**config.mk**
```make
export PLATFORM = sky130hd
export DESIGN_NAME = dma_prio_arbiter
export DESIGN_NICKNAME = d
export VERILOG_FILES = /design/src/rtl/dma_prio_pkg.sv /design/src/rtl/dma_prio_order.sv /design/src/rtl/dma_prio_pick.sv /design/src/rtl/dma_prio_arbiter.sv
export SDC_FILE = /design/constraint.sdc
export NUM_CORES = 1
export LEC_CHECK = 0
export BUFFER_PORTS_ARGS = -buffer_cell sky130_fd_sc_hd__buf_2
export CAP_MARGIN = 20
export CORE_AREA = 2 2 39 41
export CTS_CLUSTER_DIAMETER = 60
export DETAILED_ROUTE_END_ITERATION = 6
export DIE_AREA = 0 0 41 43
export GPL_ROUTABILITY_DRIVEN = 0
export PLACE_DENSITY = 0.55
export SLEW_MARGIN = 20
export SYNTH_ARGS = -nofsm -noshare
export SYNTH_HDL_FRONTEND = slang
export SYNTH_SLANG_ARGS = --single-unit
```
**constraint.sdc**
```tcl
create_clock -name clk -period 3.4 [get_ports clk]
set_input_delay 0.34 -clock clk [delete_from_list [all_inputs] [get_ports clk]]
set_output_delay 0.34 -clock clk [all_outputs]
set_load 0.005 [all_outputs]
```
**src/rtl/dma_prio_pkg.sv**
```systemverilog
package dma_prio_pkg;

    localparam int NCH    = 4;
    localparam int CODE_W = 3;
    localparam int IDX_W  = $clog2(NCH);

    typedef logic [IDX_W-1:0]  chan_idx_t;
    typedef logic [CODE_W-1:0] bw_code_t;
    typedef chan_idx_t [NCH-1:0] rank_order_t;  // slot 0 is highest rank

    typedef struct packed {
        logic           valid;
        logic [NCH-1:0] vec;
    } grant_t;

    localparam grant_t GRANT_NONE = '{valid: 1'b0, vec: '0};

    function automatic logic [NCH-1:0] idx_to_onehot(input chan_idx_t idx);
        logic [NCH-1:0] v;
        v = '0;
        v[idx] = 1'b1;
        return v;
    endfunction

endpackage

```
**src/rtl/dma_prio_order.sv**
```systemverilog
module dma_prio_order
    import dma_prio_pkg::*;
(
    input  logic [NCH*CODE_W-1:0] codes,
    output rank_order_t           order
);

    logic [NCH-1:0] promote;

    assign promote[0] = 1'b0;  // channel 0 has no lower neighbour

    for (genvar c = 1; c < NCH; c++) begin : g_promote
        bw_code_t self_code;
        bw_code_t below_code;
        assign self_code  = codes[c*CODE_W +: CODE_W];
        assign below_code = codes[(c-1)*CODE_W +: CODE_W];
        assign promote[c] = (self_code == '0) && (below_code != '0);
    end

    // Swaps never overlap: a promoted channel has a zero code, which blocks
    // the channel above it from being promoted in turn.
    always_comb begin
        for (int s = 0; s < NCH; s++) begin
            order[s] = chan_idx_t'(s);
        end
        for (int c = 1; c < NCH; c++) begin
            if (promote[c]) begin
                order[c-1] = chan_idx_t'(c);
                order[c]   = chan_idx_t'(c - 1);
            end
        end
    end

endmodule

```
**src/rtl/dma_prio_pick.sv**
```systemverilog
module dma_prio_pick
    import dma_prio_pkg::*;
(
    input  rank_order_t    order,
    input  logic [NCH-1:0] req,
    input  grant_t         cur,
    output grant_t         nxt
);

    logic hold_hit;

    assign hold_hit = cur.valid && ((cur.vec & req) != '0);

    always_comb begin
        nxt = GRANT_NONE;
        if (hold_hit) begin
            nxt = cur;
        end else begin
            // scan from lowest rank upward so the highest-ranked requester wins
            for (int s = NCH - 1; s >= 0; s--) begin
                if (req[order[s]]) begin
                    nxt.valid = 1'b1;
                    nxt.vec   = idx_to_onehot(order[s]);
                end
            end
        end
    end

endmodule

```
**src/rtl/dma_prio_arbiter.sv**
```systemverilog
module dma_prio_arbiter
    import dma_prio_pkg::*;
(
    input  logic                  clk,
    input  logic                  rst,
    input  logic [NCH-1:0]        req,
    input  logic [NCH*CODE_W-1:0] bw_code,
    output logic [NCH-1:0]        grant,
    output logic                  grant_valid
);

    rank_order_t order;
    grant_t      grant_q;
    grant_t      grant_d;

    dma_prio_order i_order (
        .codes (bw_code),
        .order (order)
    );

    dma_prio_pick i_pick (
        .order (order),
        .req   (req),
        .cur   (grant_q),
        .nxt   (grant_d)
    );

    always_ff @(posedge clk) begin
        if (rst) begin
            grant_q <= GRANT_NONE;
        end else begin
            grant_q <= grant_d;
        end
    end

    assign grant       = grant_q.vec;
    assign grant_valid = grant_q.valid;

endmodule

```
; Word level (Yosys, flattened, before mapping)
; Index checks and enable logic that the tools add are counted.
; W data, S select, Z words.
[word_totals]
reg_bits = 5
input_bits = 18
latchBits = 0
n_memories = 0
out_inout_bits = 5
mem_bits_ro = 0
mem_bits_rw = 0
elab_cells = 49
[classes]
n_reduce_logical = 15
div_mod_pow = 0
n_lt_le_gt_ge = 8
n_shift = 0
muxes = 23
mul = 0
bitwise = 1
n_addsub = 0
n_eq_ne = 0
[op_table]
columns = operator, n
row1 = $mux W5, 4
row2 = $lt A2 B3 Y1 const B, 4
row3 = $logic_not A3 Y1, 3
row4 = $reduce_bool A3 Y1, 3
row5 = $bmux W1 S2, 4
row6 = $demux W1 S2, 4
row7 = $ge A2 B1 Y1 const B, 4
row8 = $logic_and A1 B1 Y1, 8
row9 = $mux W1, 8
row10 = $mux W3, 2
row11 = $and A4 B4 Y4, 1
row12 = $mux W4, 1
row13 = $reduce_bool A4 Y1, 1

; Depth between registers and ports, before layout
[logic_depth]
word_depth = 13
depth_mapped = 4
mapped_depth_nobuf = 4

; Cells and area by module
; From an unflattened synthesis, not the netlist that was laid out.
[hier_totals]
cells_unflattened = 99
area_unflattened_um2 = 778.2
[by_module_without_submodules]
columns = module, instances, seq_area_each_um2, cells_per_inst, area_each_um2
row1 = dma_prio_pick, 1, 0.0, 75, 546.8
row2 = dma_prio_arbiter, 1, 100.1, 10, 131.4
row3 = dma_prio_order, 1, 0.0, 14, 100.1

; Worst setup path before layout
; Ideal clock, no wire load.
[synth_timing]
path_kind = input-to-reg
start = input bw_code[7]
end = register grant_q (netlist bit grant[3])
arrival_ns = 1.213
slack_ns = 2.069
n_path_buf = 0
stages = 4
t_required_ns = 3.283
path_cell_list = or3_4 -> o31ai_1 -> a31oi_1 -> a32o_2
[synth_between]
elab_chain_cells = 11
[synth_lines]
columns = element, line
row1 = start: declaration, dma_prio_arbiter.sv:7  ; input logic [NCH*CODE_W-1:0] bw_code,
row2 = $reduce_bool A3 Y1 / $logic_not A3 Y1 (equally long branches), dma_prio_order.sv:17  ; assign promote[c] = (self_code == '0) && (below_code != '0);
row3 = $logic_and A1 B1 Y1, dma_prio_order.sv:17
row4 = $mux W3 / $mux W4 (equally long branches), dma_prio_order.sv:27  ; if (promote[c]) begin
row5 = $lt A2 B3 Y1 (not written as such) (tied with other cells), dma_prio_pkg.sv:21  ; v[idx] = 1'b1;
row6 = $logic_and A1 B1 Y1 (not written as such) (tied with other cells), dma_prio_pkg.sv:21
row7 = $mux W1 (not written as such) / $logic_and A1 B1 Y1 (equally long branches), dma_prio_pkg.sv:21
row8 = $demux W1 S2 / $mux W1 (equally long branches), n/a
row9 = $mux W5 / $demux W1 S2 (equally long branches), n/a
row10 = $mux W5, dma_prio_pick.sv:21  ; if (req[order[s]]) begin
row11 = $mux W5 (*) (2 in series), dma_prio_pick.sv:21
row12 = end signal: assignment, dma_prio_arbiter.sv:32  ; grant_q <= grant_d;
row13 = end: declaration, dma_prio_arbiter.sv:13  ; grant_t grant_q;
; Every way passes the cells marked *; elsewhere a longest branch is shown, timed or not. The select of a mux whose other input is x is not followed.
; A chain may end at the register's enable or synchronous reset.

; Final worst setup path
; Same ends and word-level chain as after synthesis.

==> impl_metrics.toml <==
[layout]
multiInputGateArea_um2 = 240
syn_to_final_growth_pct = 45.5
diodes = 0
final_nets = 86
drive_gt1_share_pct = 47.8
fillers = 149
seq_area_um2 = 100
fin_area_um2 = 500

[sta]
finalSetupViolations = 0
finalMaxSlewViolations = 0
finalClockSkew_ns = 0.00148
rsz0062_at_grt = "no"
max_slew_margin_pct = 75.1
hold_violations = 0
finalCriticalPeriod_ns = 1.25
max_freq_ghz = 0.798
fin_crit_sh_pct = 36.9
tightestPinTransition_ns = 0.371
fin_tns_setup_ns = 0
whs_ns = 0.315

[worst_setup_path]
start_kind = "input port"
end_kind = "register"
worstSetupPathType = "in2reg"
cp_max_fo = 4
crit_arrival_ns = 1.39
crit_required_ns = 3.53

[power_and_ir_drop]
design_power_total_uw = 172
p_leak_nw = 0.220
powerDensity_nw_per_um2 = 344
ir_worst_vdd_mv = 0.203

[clock_network]
h-tree-depth = 1
path_clk_slew_ns = 0.04
clkSinkCount = 5
cts_resized = 0
hold_buffers = 0
cts_buffer_depth = 2
cts_tree = "yes"
cts_buffers = 3
worstSkewPairLatency_ns = 0.24
cts_root_buf = "clkbuf_4"
post_cts_buffers = 0

[route]
drt_wl_total_um = 903
wl_per_cell_um = 10.9
first_iter_violations = 4
ant_nets = 0
viasPerCell = 5.22
drt-pass1-iter-count = 4
via_count = 433
drcViolationCount = 0

[die]
dieArea_um2 = 1760
start_util_pct = 24.9
fp.dieH_um = 43
io_pins = 23
rows = 14
die_x_um = 41
core-area_um2 = 1380

[yosys]
ys_seq_area_share_pct = 29.1
ys_warn_count = 0
postSynthAreaPerCell_um2 = 8.39
syn_area_um2 = 344
syn-num-nets = 59
async_reset_ff_share_pct = 0
synth.distinct_cells = 21
synth_ff_type = "dfxtp_1"
synth_edf_count = 0
synth_seq_cells = 5
syn_inst = 41

[placement]
io_buffers = 22
postPlaceCellArea_um2 = 474

[grt]
grt_pass1_wl_um = 1610
antenna_found_initial = 0
grt_max_degree = 7
grt_overflow = 0
grt_pass1_vias = 411
grt_usage_pct = 13.1

[job]
maxCapViolCount = 0

[worst_hold_path]
min_path_type = "in2reg"

[run_status]
status = "finished, final reports clean"
==> routing by layer <==
metal / GRT usage, % / vias to the layer above / wire length, µm
met5: 0 / - / 0
met4: 8.67 / 0 / 35
met3: 2.09 / 4 / 17
met2: 20.3 / 8 / 461
met1: 15.4 / 199 / 390
li1: - / 222 / -
==> power breakdown <==
part	internal [mW]	total, mW	switching (mW)
clock	0.0444	0.0690	0.0246
sequential	0.0620	0.0645	0.00245
combinational	0.0196	0.0386	0.0190
total	0.126	0.172	0.0460
==> sequential cells by signal, summed over array words and instances, names as in the netlist <==
name         cells
grant            4
grant_valid      1
==> cells by family (layout without fill, tap and decap cells) <==
family,Yosys count,in the layout,share of synthesized area [%]
buffers and inverters,1,27,1.09
AND/OR/NAND/NOR,19,19,33.5
flip-flops,5,5,29.1
AO/OA/AOI/OAI,16,16,36.4
==> stage by stage <==
step           utilization, %  std cells  worst slack (ns)
2_1_floorplan               -         41              2.07
3_5_place_dp             34.3         79              1.89
5_1_grt                  36.2         83              2.04
3_3_place_gp             34.3         79              1.87
6_report                 36.2         83              2.15
4_1_cts                  36.2         83              2.16
==> final timing paths <==
kind / startpoint / endpoint / slack (ns) / depth (start not counted)
max: bw_code[7] / grant[3] / 2.15 / 5
min: rst / grant[1] / 0.32 / 2
max reg2reg: grant[2] / grant[2] / 2.16 / 4
min reg2reg: grant[2] / grant[2] / 0.51 / 1
==> cells in the mapped netlist, types with 2 or more instances <==
| cell type | number | area [µm²] |
|---|---|---|
| or3_4 | 2 | 22.5 |
| nor3_1 | 4 | 20.0 |
| nor2_1 | 2 | 7.51 |
| a21oi_1 | 2 | 10.0 |
| dfxtp_1 | 5 | 100 |
| o21ai_2 | 2 | 17.5 |
| a22o_1 | 2 | 17.5 |
| nand2_1 | 2 | 7.51 |
| o211ai_1 | 2 | 15.0 |
| nand3_1 | 5 | 25.0 |
| a32o_1 | 2 | 20.0 |
| a31oi_1 | 2 | 12.5 |
==> cells in the final DEF (no fill, tap or decap) <==
master,instances
a21oi_1,2
a22o_1,2
a31o_2,1
a31oi_1,2
a32o_1,2
a32o_2,1
and4b_1,1
buf_2,22
clkbuf_1,1
clkbuf_4,3
dfxtp_1,5
inv_1,1
nand2_1,2
nand3_1,5
nor2_1,2
nor3_1,4
nor3_2,1
nor4_1,1
o211ai_1,2
o21ai_1,1
o21ai_2,2
o31ai_1,1
or3_1,1
or3_4,2
==> worst max-delay path, cell delays in order <==
cell and delay [ns]:
buf_2 0.10, or3_4 0.39, o31ai_1 0.21, a31oi_1 0.07
a32o_2 0.26
==> final cells by class <==
cell class / count / share of cell area (%)
Tap cell: 16 / 4.00
Clock buffer: 4 / 5.25
Multi-Input combinational cell: 35 / 48.0
Inverter: 1 / 0.750
Timing Repair Buffer: 22 / 22.0
Sequential cell: 5 / 20.0
Power figures use the tool's default switching activity.
